--- src/rtl/luma_clamp_pkg.sv ---
package luma_clamp_pkg;
  typedef enum logic [1:0] {
    LIM_OFF     = 2'b00,
    LIM_DEEP    = 2'b01,
    LIM_MID     = 2'b10,
    LIM_SHALLOW = 2'b11
  } limitCode_e;

  // Strobes from control to datapath: clamp allowed plus one-hot floor pick.
  typedef struct packed {
    logic clampEn;
    logic pickDeep;
    logic pickMid;
    logic pickShallow;
  } clampCtrl_t;

  // Floor depths in half-IRE steps below black.
  localparam int DEEP_HALF_IRE    = 22;
  localparam int MID_HALF_IRE     = 12;
  localparam int SHALLOW_HALF_IRE = 3;
endpackage

--- src/rtl/luma_clamp_ctrl.sv ---
module luma_clamp_ctrl
  import luma_clamp_pkg::*;
(
  input  logic       clk,
  input  logic       rstN,
  input  logic       activeIn,
  input  logic       interpEn,
  input  logic [1:0] limitSel,
  output clampCtrl_t ctrl
);
  limitCode_e code;
  logic       gateOpen;

  assign code     = limitCode_e'(limitSel);
  assign gateOpen = activeIn && interpEn;

  always_comb begin
    ctrl = '0;
    if (gateOpen) begin
      unique case (code)
        LIM_DEEP:    ctrl.pickDeep    = 1'b1;
        LIM_MID:     ctrl.pickMid     = 1'b1;
        LIM_SHALLOW: ctrl.pickShallow = 1'b1;
        default:     ctrl.pickDeep    = 1'b0;
      endcase
    end
    ctrl.clampEn = ctrl.pickDeep | ctrl.pickMid | ctrl.pickShallow;
  end

  // no floor is chosen when the code is off; at most one floor otherwise
  a_r2_off_no_pick: assert property (@(posedge clk) disable iff (!rstN)
    (limitSel == 2'b00) |-> !ctrl.clampEn);
  a_r10_single_floor: assert property (@(posedge clk) disable iff (!rstN)
    $onehot0({ctrl.pickDeep, ctrl.pickMid, ctrl.pickShallow}));
  // the gate closes outside active video or without interpolation
  a_r7_r8_gate: assert property (@(posedge clk) disable iff (!rstN)
    (!activeIn || !interpEn) |-> (ctrl == '0));
endmodule

--- src/rtl/luma_clamp_datapath.sv ---
module luma_clamp_datapath
  import luma_clamp_pkg::*;
#(
  parameter int LUMA_W        = 12,
  parameter int CHROMA_W      = 8,
  parameter int CODES_PER_IRE = 8
) (
  input  logic                     clk,
  input  logic                     rstN,
  input  clampCtrl_t               ctrl,
  input  logic signed [LUMA_W-1:0] lumaIn,
  input  logic [CHROMA_W-1:0]      chromaIn,
  input  logic                     activeIn,
  output logic signed [LUMA_W-1:0] lumaOut,
  output logic [CHROMA_W-1:0]      chromaOut,
  output logic                     activeOut
);
  localparam int DEEP_INT    = -(DEEP_HALF_IRE * CODES_PER_IRE) / 2;
  localparam int MID_INT     = -(MID_HALF_IRE * CODES_PER_IRE) / 2;
  localparam int SHALLOW_INT = -(SHALLOW_HALF_IRE * CODES_PER_IRE) / 2;
  localparam logic signed [LUMA_W-1:0] FLOOR_DEEP    = LUMA_W'(DEEP_INT);
  localparam logic signed [LUMA_W-1:0] FLOOR_MID     = LUMA_W'(MID_INT);
  localparam logic signed [LUMA_W-1:0] FLOOR_SHALLOW = LUMA_W'(SHALLOW_INT);

  logic signed [LUMA_W-1:0] floorVal;
  logic                     belowFloor;
  logic signed [LUMA_W-1:0] lumaNext;

  always_comb begin
    floorVal = FLOOR_SHALLOW;
    if (ctrl.pickDeep)     floorVal = FLOOR_DEEP;
    else if (ctrl.pickMid) floorVal = FLOOR_MID;
  end

  assign belowFloor = lumaIn < floorVal;
  assign lumaNext   = (ctrl.clampEn && belowFloor) ? floorVal : lumaIn;

  always_ff @(posedge clk or negedge rstN) begin
    if (!rstN) begin
      lumaOut   <= '0;
      chromaOut <= '0;
      activeOut <= 1'b0;
    end else begin
      lumaOut   <= lumaNext;
      chromaOut <= chromaIn;
      activeOut <= activeIn;
    end
  end

  // anything at or above the floor leaves untouched
  a_r6_above_kept: assert property (@(posedge clk) disable iff (!rstN)
    (ctrl.clampEn && !belowFloor) |=> (lumaOut == $past(lumaIn)));
  // the deep floor is never undercut
  a_r3_deep_floor: assert property (@(posedge clk) disable iff (!rstN)
    ctrl.pickDeep |=> (lumaOut >= FLOOR_DEEP));
  // the middle floor is never undercut
  a_r4_mid_floor: assert property (@(posedge clk) disable iff (!rstN)
    ctrl.pickMid |=> (lumaOut >= FLOOR_MID));
  // the shallow floor is never undercut
  a_r5_shallow_floor: assert property (@(posedge clk) disable iff (!rstN)
    ctrl.pickShallow |=> (lumaOut >= FLOOR_SHALLOW));
  // side channels are carried through one register untouched
  a_r9_side_delay: assert property (@(posedge clk) disable iff (!rstN)
    1'b1 |=> (chromaOut == $past(chromaIn) && activeOut == $past(activeIn)));
endmodule

--- src/rtl/luma_floor_clamp.sv ---
module luma_floor_clamp
  import luma_clamp_pkg::*;
#(
  parameter int LUMA_W        = 12,
  parameter int CHROMA_W      = 8,
  parameter int CODES_PER_IRE = 8
) (
  input  logic                     clk,
  input  logic                     rstN,
  input  logic signed [LUMA_W-1:0] lumaIn,
  input  logic [CHROMA_W-1:0]      chromaIn,
  input  logic                     activeIn,
  input  logic                     interpEn,
  input  logic [1:0]               limitSel,
  output logic signed [LUMA_W-1:0] lumaOut,
  output logic [CHROMA_W-1:0]      chromaOut,
  output logic                     activeOut
);
  clampCtrl_t ctrl;

  luma_clamp_ctrl uCtrl (
    .clk      (clk),
    .rstN     (rstN),
    .activeIn (activeIn),
    .interpEn (interpEn),
    .limitSel (limitSel),
    .ctrl     (ctrl)
  );

  luma_clamp_datapath #(
    .LUMA_W        (LUMA_W),
    .CHROMA_W      (CHROMA_W),
    .CODES_PER_IRE (CODES_PER_IRE)
  ) uPath (
    .clk       (clk),
    .rstN      (rstN),
    .ctrl      (ctrl),
    .lumaIn    (lumaIn),
    .chromaIn  (chromaIn),
    .activeIn  (activeIn),
    .lumaOut   (lumaOut),
    .chromaOut (chromaOut),
    .activeOut (activeOut)
  );

  // blanking and sync samples are passed as they came
  a_r7_blank_pass: assert property (@(posedge clk) disable iff (!rstN)
    !activeIn |=> (lumaOut == $past(lumaIn)));
  // without interpolation the luma is never altered
  a_r8_nointerp_pass: assert property (@(posedge clk) disable iff (!rstN)
    !interpEn |=> (lumaOut == $past(lumaIn)));
  // code off passes luma through
  a_r2_off_pass: assert property (@(posedge clk) disable iff (!rstN)
    (limitSel == 2'b00) |=> (lumaOut == $past(lumaIn)));
endmodule

--- config.mk ---
export PLATFORM = sky130hd
export DESIGN_NAME = luma_floor_clamp
export DESIGN_NICKNAME = d
export VERILOG_FILES = /design/src/rtl/luma_clamp_pkg.sv /design/src/rtl/luma_clamp_ctrl.sv /design/src/rtl/luma_clamp_datapath.sv /design/src/rtl/luma_floor_clamp.sv
export SDC_FILE = /design/constraint.sdc
export NUM_CORES = 1
export LEC_CHECK = 0
export BUFFER_PORTS_ARGS = -buffer_cell sky130_fd_sc_hd__buf_2
export CAP_MARGIN = 20
export CORE_MARGIN = 4
export CORE_UTILIZATION = 30
export CTS_CLUSTER_DIAMETER = 200
export DETAILED_ROUTE_END_ITERATION = 10
export MAX_ROUTING_LAYER = met4
export PLACE_DENSITY = 0.62
export SYNTH_ARGS = -nofsm -noshare
export SYNTH_HDL_FRONTEND = slang
export SYNTH_HIERARCHICAL = 1
export SYNTH_SLANG_ARGS = --single-unit
export TNS_END_PERCENT = 5
--- constraint.sdc ---
create_clock -name clk -period 0.8 [get_ports clk]
set_input_delay 0.08 -clock clk [delete_from_list [all_inputs] [get_ports clk]]
set_output_delay 0.08 -clock clk [all_outputs]
set_load 0.01 [all_outputs]
## After elaboration in Yosys (flattened, before gate mapping)

Index checks and enable logic that the tools add are counted.

| storage, ports and cells | value |
|---|---|
| register bits | 21 |
| bits in latches | 0 |
| bits in writable memories | 0 |
| memory bits (read-only) | 0 |
| input bits | 26 |
| output and inout port bits | 21 |
| logic and storage cells | 18 |
| memories kept | 0 |

| cells by class | value |
|---|---|
| add/subtract/negate cells | 0 |
| $mul | 0 |
| div/mod/pow operators | 0 |
| $lt $le $gt $ge | 1 |
| equality and inequality tests | 3 |
| shift-type cells | 0 |
| mux-type cells | 7 |
| bitwise logic cells | 2 |
| reductions and logical operators | 2 |

Operators by type and width:

| cell | count |
|---|---|
| less-than comparator 12 x 8 -> 1 bit | 1 |
| 2-to-1 mux 12 bit | 1 |
| 2-to-1 mux 7 bit | 1 |
| 2-to-1 mux 6 bit | 1 |
| == test 2 bit (second input constant) | 2 |
| 2-to-1 mux 1 bit | 3 |
| 2-to-1 mux 3 bit | 1 |
| == test 2 x 1 -> 1 bit (second input constant) | 1 |
| logical AND 1 bit | 2 |
| bitwise OR 1 bit | 2 |

## Depth between registers and ports, before layout

Gate-level depths: netlist of run 1.

| logic depth | value |
|---|---|
| depth in word-level cells | 8 |
| gate-level depth with buffers | 7 |
| gate-level depth less buffers | 7 |

## Hierarchy

The synthesis of run 1 kept the hierarchy.

Modules (own cells, without submodules):

| module | instances | cells an instance | area an instance (µm²) | sequential area each (µm²) |
|---|---|---|---|---|
| luma_clamp_datapath | 1 | 49 | 758.2 | 525.5 |
| luma_clamp_ctrl | 1 | 4 | 38.8 | 0.0 |

## Worst setup path after synthesis of run 1

No wires, ideal clock.

| path | value |
|---|---|
| path type | input -> register |
| start | input port limitSel[1] |
| end | register uPath.lumaOut[3] |
| setup time | 127 ps |
| arrival time | 1,858 ps |
| data required time | 673 ps |
| slack | -1,186 ps |
| cell stages on the path | 7 |
| path buffers | 0 |
| cell sequence | and4b_1 -> inv_1 -> ha_1 -> or4_1 -> a221oi_2 -> o311ai_2 -> mux2_1 |

| on the way | value |
|---|---|
| cells in the longest elaborated chain, start to end | 8 |
| elaborated cells between the ends (all ways) | 14 |
| classes of those cells | order compare (1); eq/ne (3); mux (7); bitwise (2); reduce/logical (1) |

Ends and longest elaborated chain:

| what | line | source |
|---|---|---|
| start: declaration | luma_floor_clamp.sv:14 | `input logic [1:0] limitSel,` |
| == test 2 bit | luma_clamp_ctrl.sv:20 | `unique case (code)` |
| 2-to-1 mux 1 bit | luma_clamp_ctrl.sv:20 |  |
| 2-to-1 mux 3 bit (*) | luma_clamp_ctrl.sv:19 | `if (gateOpen) begin` |
| 2-to-1 mux 6 bit | luma_clamp_datapath.sv:32 | `else if (ctrl.pickMid) floorVal = FLOOR_MID;` |
| 2-to-1 mux 7 bit | luma_clamp_datapath.sv:31 | `if (ctrl.pickDeep) floorVal = FLOOR_DEEP;` |
| less-than comparator 12 x 8 -> 1 bit | luma_clamp_datapath.sv:35 | `assign belowFloor = lumaIn < floorVal;` |
| logical AND 1 bit | luma_clamp_datapath.sv:36 | `assign lumaNext = (ctrl.clampEn && belowFloor) ? floorVal : lumaIn;` |
| 2-to-1 mux 12 bit (*) | luma_clamp_datapath.sv:36 |  |
| via uPath.lumaNext[3] | luma_clamp_datapath.sv:27 | `logic signed [LUMA_W-1:0] lumaNext;` |
| end signal: assignment | luma_clamp_datapath.sv:44 | `lumaOut <= lumaNext;` |
| end: declaration | luma_clamp_datapath.sv:14 | `output logic signed [LUMA_W-1:0] lumaOut,` |

The timed path passes the listed nets; every way through them passes the cells marked *.

==> results of run 1 <==
cell type report:
cell class | instances | area share (%)
Timing Repair Buffer | 69 | 34.5
Clock buffer | 4 | 1.96
Inverter | 2 | 0.561
Multi-Input combinational cell | 28 | 20.9
Tap cell | 30 | 2.80
Sequential cell | 21 | 39.3
power by group:
| group | leakage [nW] | internal [mW] | switching, mW |
|---|---|---|---|
| clock | 0.0150 | 0.194 | 0.289 |
| sequential | 0.244 | 1.12 | 0.0157 |
| combinational | 0.428 | 0.218 | 0.171 |
tightest hold or removal path, stage by stage:
cell and delay [ns]:
sky130_fd_sc_hd__buf_2 0.11, sky130_fd_sc_hd__inv_1 0.04, sky130_fd_sc_hd__mux2i_1 0.06
metal layers:
metal	vias to the layer above	routed length, um
met5	-	0
met3	2	161
met2	30	1070
met1	333	761
li1	323	-
met4	0	34
registers in the layout (all words and copies together), names as in the netlist:
signal	flops
uPath/chromaOut	8
uPath/lumaOut	12
uPath/activeOut	1
how the worst max path moves through the flow:
| stage | to | slack [ns] | cells after the start |
|---|---|---|---|
| after global placement | uPath/lumaOut[2] | -1.27 | 8 |
| after CTS | uPath/lumaOut[3] | -0.94 | 8 |
| after global routing | uPath/lumaOut[3] | -1.01 | 8 |
| after detailed placement | uPath/lumaOut[4] | -1.30 | 8 |
| after floorplan | uPath/lumaOut[3] | -1.16 | 7 |
| final | uPath/lumaOut[3] | -0.98 | 8 |
layout by cell type, fill, tap and decap left out:
master	n
sky130_fd_sc_hd__buf_2	43
sky130_fd_sc_hd__dfrtp_1	21
sky130_fd_sc_hd__dlygate4sd3_1	16
sky130_fd_sc_hd__buf_4	7
sky130_fd_sc_hd__nand2b_1	4
sky130_fd_sc_hd__clkbuf_4	3
sky130_fd_sc_hd__buf_6	3
sky130_fd_sc_hd__nand2_1	3
sky130_fd_sc_hd__mux2_2	3
sky130_fd_sc_hd__ha_1	3
sky130_fd_sc_hd__inv_1	2
sky130_fd_sc_hd__and2_1	2
sky130_fd_sc_hd__clkbuf_1	1
sky130_fd_sc_hd__and4b_1	1
sky130_fd_sc_hd__and4b_2	1
sky130_fd_sc_hd__o211a_1	1
sky130_fd_sc_hd__nor2b_1	1
sky130_fd_sc_hd__or4_4	1
sky130_fd_sc_hd__o2111a_1	1
sky130_fd_sc_hd__a21o_1	1
sky130_fd_sc_hd__a221oi_4	1
sky130_fd_sc_hd__o311ai_4	1
sky130_fd_sc_hd__mux2i_1	1
sky130_fd_sc_hd__mux2_1	1
sky130_fd_sc_hd__nor2_1	1
sky130_fd_sc_hd__ha_2	1
metrics by stage:
step / TNS [ns] / hold slack (ns) / util [%] / power [mW]
after CTS: -8.22 / 0.00485 / 52.4 / 2.01
after global routing: -9.43 / 0.0306 / 53.6 / 2.12
after floorplan: -7.56 / -0.216 / - / 1.27
final: -8.30 / 0.0309 / 53.6 / 2.01
after global placement: -8.67 / 0.0483 / 44.2 / 1.45
after detailed placement: -8.93 / 0.0564 / 44.2 / 1.46
what timing repair did:
action,CTS,global route
gates resized for setup,4,3
hold buffers,15,1
pin swaps,1,0
hold endpoints to repair,35,1
endpoints found under the setup margin,28,28
==> summary.txt, run 1 <==
Hold path
  • Number of cells on the worst hold path: 3
  • End point of the most critical hold path: uPath/lumaOut[5]
  • Hold WC Path Type: in -> reg
  • Startpoint of the lowest-slack hold path: lumaIn[5]

Layout
  • Summed area of non-filler cells in the final layout: 1340 um^2
  • Layout cell share with drive strength beyond 1: 51.6%
  • Layout-stage area growth over the synthesis result: 69.8%
  • Number of nets in the finished design: 155
  • Diode count: 0
  • FF+latch area: 526 um^2
  • Number of fill cells in the layout: 215
  • Non-filler instance count after layout: 154
  • Multi-input gate area: approximately 280 um^2

Placement
  • Number of placed cells counting well taps: 134
  • Total cell area at the placement stage: 1110 um^2
  • Worst setup slack after placement: -1.30 ns
  • Final HPWL DP: 1450 um
  • Number of buffer cells added on primary ports: 46
  • RD Place Congestion: 0.740

Synthesis
  • Total nets after synthesis: 82
  • Number of synthesis warnings: 6
  • Post-synthesis area per instance: roughly 15 um^2
  • Synth Cell Area: 788 um^2
  • Number of instances in the synthesized netlist: 52

Worst setup path
  • Critical path's largest stage delay: about 0.43 ns
  • Kind of capture point of the worst setup path: flop
  • Critical path buffers and inverters: 2
  • Cell-by-cell listing of the critical path: buf_2, and4b_2, inv_1, ha_2, or4_4, a221oi_4, o311ai_4, mux2_1
  • Highest-delay cell along the critical path: sky130_fd_sc_hd__or4_4
  • Setup Crit Path Kind: in -> reg
  • Data arrival time at the worst-slack endpoint: just under 2 ns
  • Worst EP required: 0.99 ns
  • Crit-path max FO: 5
  • Worst path top cell family by delay: simple AND/OR/NAND/NOR gates
  • Critical Path Start Type: input port
  • Launching instance or port of the critical path: limitSel[1]

CTS
  • Clock tree from TritonCTS: yes
  • Number of setup buffers added after CTS: 0
  • Depth of the CTS H-tree: 1
  • Number of sinks handled by clock tree synthesis: 21
  • Clock root buffer: sky130_fd_sc_hd__clkbuf_4
  • Maximum number of buffers from clock root to sink: 2
  • Clock transition at the registers of the reported paths: between 0.1 and 0.15 ns
  • Number of buffers created by CTS: 3

GRT
  • Largest net degree at the start of global routing: 22
  • Overflow after GRT: 0
  • Peak-usage layer in the global routing report: met2
  • Initial antenna violation count: 0
  • Met2 track demand over resource in global routing: 22.0%
  • Met3 Track Usage GR: under 10%
  • Vias in the first global route: 689
  • Met1 track utilization from global routing: 12.5%
  • Global Route Usage Sum: about an eighth
  • Global-route wire length before repair: about 3000 um

Route
  • DR vias/cell: between 4 and 5
  • Number of iterations in the first detailed-routing pass: 4
  • Wire per inst: 13.2 um
  • Post-route antenna net violation count: 0
  • Routed Wire Length: 2030 um
  • DRC: 0
  • Number of DRC violations after detailed-routing iteration 0: 18
  • Total number of vias: 688

Timing
  • Maximum clock frequency: between 0.5 and 0.6 GHz
  • Final critical-path setup slack: -0.983 ns
  • Period utilization: 223%
  • Final worst path period need: between 1.5 and 2 ns
  • Final setup violating endpoints: 28
  • Worst slew slack as a fraction of its limit: 69.2%
  • Slew @ Worst Pin: 0.461 ns
  • Final hold viol count: 0
  • Setup repair after global routing missed its margin: yes
  • Pins over their slew limit: 0

Die
  • X dimension of the die: 59.3 um
  • Die area: 3510 um^2
  • Number of rows created at floorplan: 18
  • Number of top-level pins: 47
  • Core Area: 2500 um^2
  • Die H: 59.3 um
  • Initial Utilization: 31.5%

Power and ir drop
  • Static Leak: 0.687 nW
  • Worst voltage drop across the vdd grid: 739 uV
  • Pwr dens: about 1500 nW/um^2

Flow run
  • Number of max-cap violations: 0

Outcome
  • Run status: finished, violations left
  • Violations in the final reports: setup timing
No activity file was read; power rests on OpenSTA's default activity.
==> run 2, diff against run 1 <==
Settings changed: SETUP_SLACK_MARGIN set to 0.15.
==> run 2 against run 1 <==
The run ends with hold timing, setup timing left. Hold slack got worse by 0.037 ns. Combinational power rose by 1%. Via count fell by 4.2%. Fmax rose by 0.93%. Critical path depth fell by 1. Sequential share of layout area rose by 0.18 points. Wire length fell by 0.84%. Die area did not move. Clock power fell by 0.8%. Critical path type unchanged. Largest cell class unchanged. Largest power group unchanged.
==> summary.txt, run 2 (synthesized netlist as in run 1, its figures left out) <==
Route
  • DR vias/cell: between 4 and 5
  • Number of DRC violations after detailed-routing iteration 0: 21
  • Number of iterations in the first detailed-routing pass: 3
  • DRC: 0
  • Wire per inst: 13.5 um
  • Post-route antenna net violation count: 0
  • Total number of vias: between 600 and 700
  • Routed Wire Length: 2010 um

CTS
  • Clock tree from TritonCTS: yes
  • Number of sinks handled by clock tree synthesis: 21
  • Depth of the CTS H-tree: 1
  • Maximum number of buffers from clock root to sink: 2
  • Clock transition at the registers of the reported paths: 0.11 ns
  • Hold buffers post-CTS: 10
  • Clock root buffer: sky130_fd_sc_hd__clkbuf_4
  • Number of buffers created by CTS: 3

Worst setup path
  • Cell-by-cell listing of the critical path: buf_2, and4b_2, buf_6, or4_4, a221oi_4, o311ai_4, mux2_1
  • Worst path top cell family by delay: simple AND/OR/NAND/NOR gates
  • Data arrival time at the worst-slack endpoint: 1.95 ns
  • Critical Path Start Type: input port
  • Critical path's largest stage delay: 0.55 ns
  • Worst EP required: just under 1 ns
  • Launching instance or port of the critical path: limitSel[0]
  • Setup Crit Path Kind: in -> reg
  • Highest-delay cell along the critical path: sky130_fd_sc_hd__or4_4
  • Critical path buffers and inverters: 2
  • Crit-path max FO: 5
  • Kind of capture point of the worst setup path: flop

Hold path
  • Startpoint of the lowest-slack hold path: lumaIn[9]
  • Hold WC Path Type: in -> reg

Die
  • Die H: approximately 60 um
  • X dimension of the die: 59.3 um
  • Number of rows created at floorplan: 18
  • Initial Utilization: between 30% and 40%
  • Die area: 3510 um^2
  • Number of top-level pins: 47
  • Core Area: ~2500 um^2

GRT
  • Vias in the first global route: 663
  • Global Route Usage Sum: 12.0%
  • Global-route wire length before repair: 2900 um
  • Overflow after GRT: 0
  • Initial antenna violation count: 0
  • Largest net degree at the start of global routing: 22

Layout
  • Diode count: 0
  • FF+latch area: 526 um^2
  • Non-filler instance count after layout: 149
  • Most flops, register: uPath/lumaOut
  • Most common cell after layout, fill and taps aside: sky130_fd_sc_hd__buf_2
  • Number of fill cells in the layout: 209
  • Layout cell share with drive strength beyond 1: 58.8%
  • Multi-input gate area: 310 um^2
  • Layout-stage area growth over the synthesis result: 69.0%
  • Flip-flop count of the largest register after layout: 12
  • Commonest non-fill, non-tap cells in the layout: sky130_fd_sc_hd__buf_2 (41), sky130_fd_sc_hd__dfrtp_1 (21), sky130_fd_sc_hd__dlygate4sd3_1 (10), sky130_fd_sc_hd__buf_6 (6), sky130_fd_sc_hd__buf_4 (6)
  • Number of nets in the finished design: 150
  • Biggest registers after layout: uPath/lumaOut: 12 flops, uPath/chromaOut: 8 flops, uPath/activeOut: 1 flops

Timing
  • Setup repair after global routing missed its margin: yes
  • Slew @ Worst Pin: 0.366 ns
  • Period utilization: 221%
  • Post-route worst hold slack: -0.00604 ns
  • Final worst path period need: 1.77 ns
  • Worst slew slack as a fraction of its limit: 75.5%
  • Final hold viol count: 2
  • Final setup violating endpoints: 28
  • Fin Setup TNS: -8.02 ns
  • Pins over their slew limit: 0
  • Final critical-path setup slack: -0.966 ns
  • Maximum clock frequency: 0.566 GHz

Power and ir drop
  • Static Leak: 0.678 nW
  • Sequential power share: between 50% and 60%
  • Internal Dissipation: 1.53 mW
  • Pwr dens: 1510 nW/um^2
  • Logic pwr share: between 10% and 20%
  • Power after layout: 2.01 mW
  • Switching fraction of total power: 23.7%
  • Switching power total: about 0.48 mW
  • Worst voltage drop across the vdd grid: 700 uV
  • Clk pwr share: 23.8%

Placement
  • Number of placed cells counting well taps: 134
  • Worst setup slack after placement: -1.30 ns
  • RD Place Congestion: roughly 0.74
  • Final HPWL DP: 1450 um
  • Number of buffer cells added on primary ports: 46

Outcome
  • Run status: finished, violations left
  • Violations in the final reports: hold timing, setup timing

Flow run
  • Number of max-cap violations: 0
==> run 2: path summary, 6_finish.rpt <==
path                       slack (ns)            endpoint  cells past startpoint
min in group asynchronous        0.24  uPath/chromaOut[3]                      2
max in group asynchronous        0.34  uPath/chromaOut[0]                      2
hold / removal                 -0.006    uPath/lumaOut[9]                      2
setup / recovery                -0.97    uPath/lumaOut[3]                      7
==> run 2: timing repair <==
action                                 4_1_cts  5_1_grt
endpoints found under the hold margin       35        4
pin swaps                                    1        2
setup endpoints to repair                   28       49
buffers inserted                             0        1
gates resized for setup                      4       13
==> run 2: area by class of cell <==
type / instances / share of cell area [%]
inverters: 2 / 0.563
multi-input cells: 28 / 23.3
repair buffers: 64 / 31.9
well taps: 30 / 2.82
flip-flops and latches: 21 / 39.4
clock buffers: 4 / 1.97
==> run 2: metal layers <==
layer / routed length [um] / track usage, % / share of wire [%] / vias up
met5: 0 / - / 0 / -
met4: 34 / 6.80 / 1.7 / 0
met3: 156 / 2.40 / 7.7 / 2
met2: 1060 / 21.1 / 52 / 30
met1: 766 / 12.3 / 38 / 310
li1: - / - / - / 317
==> run 2: power by group through the flow <==
stage | Clock, mW | Combinational [mW] | Sequential [mW]
3_3_place_gp | 0 | 0.295 | 1.16
3_5_place_dp | 0 | 0.301 | 1.16
4_1_cts | 0.502 | 0.358 | 1.14
5_1_grt | 0.551 | 0.430 | 1.14
6_report | 0.479 | 0.393 | 1.14
2_1_floorplan | 0 | 0.0758 | 1.19
==> run 2: through the flow <==
stage	area, um^2	utilization, %	hold slack (ns)
finish	1330	53.3	-0.00604
global route	1330	53.3	-0.0110
CTS	1260	50.4	-0.0154
detailed placement	1110	44.2	0.0564
global placement	1110	44.2	0.0483
floorplan	790	-	-0.216
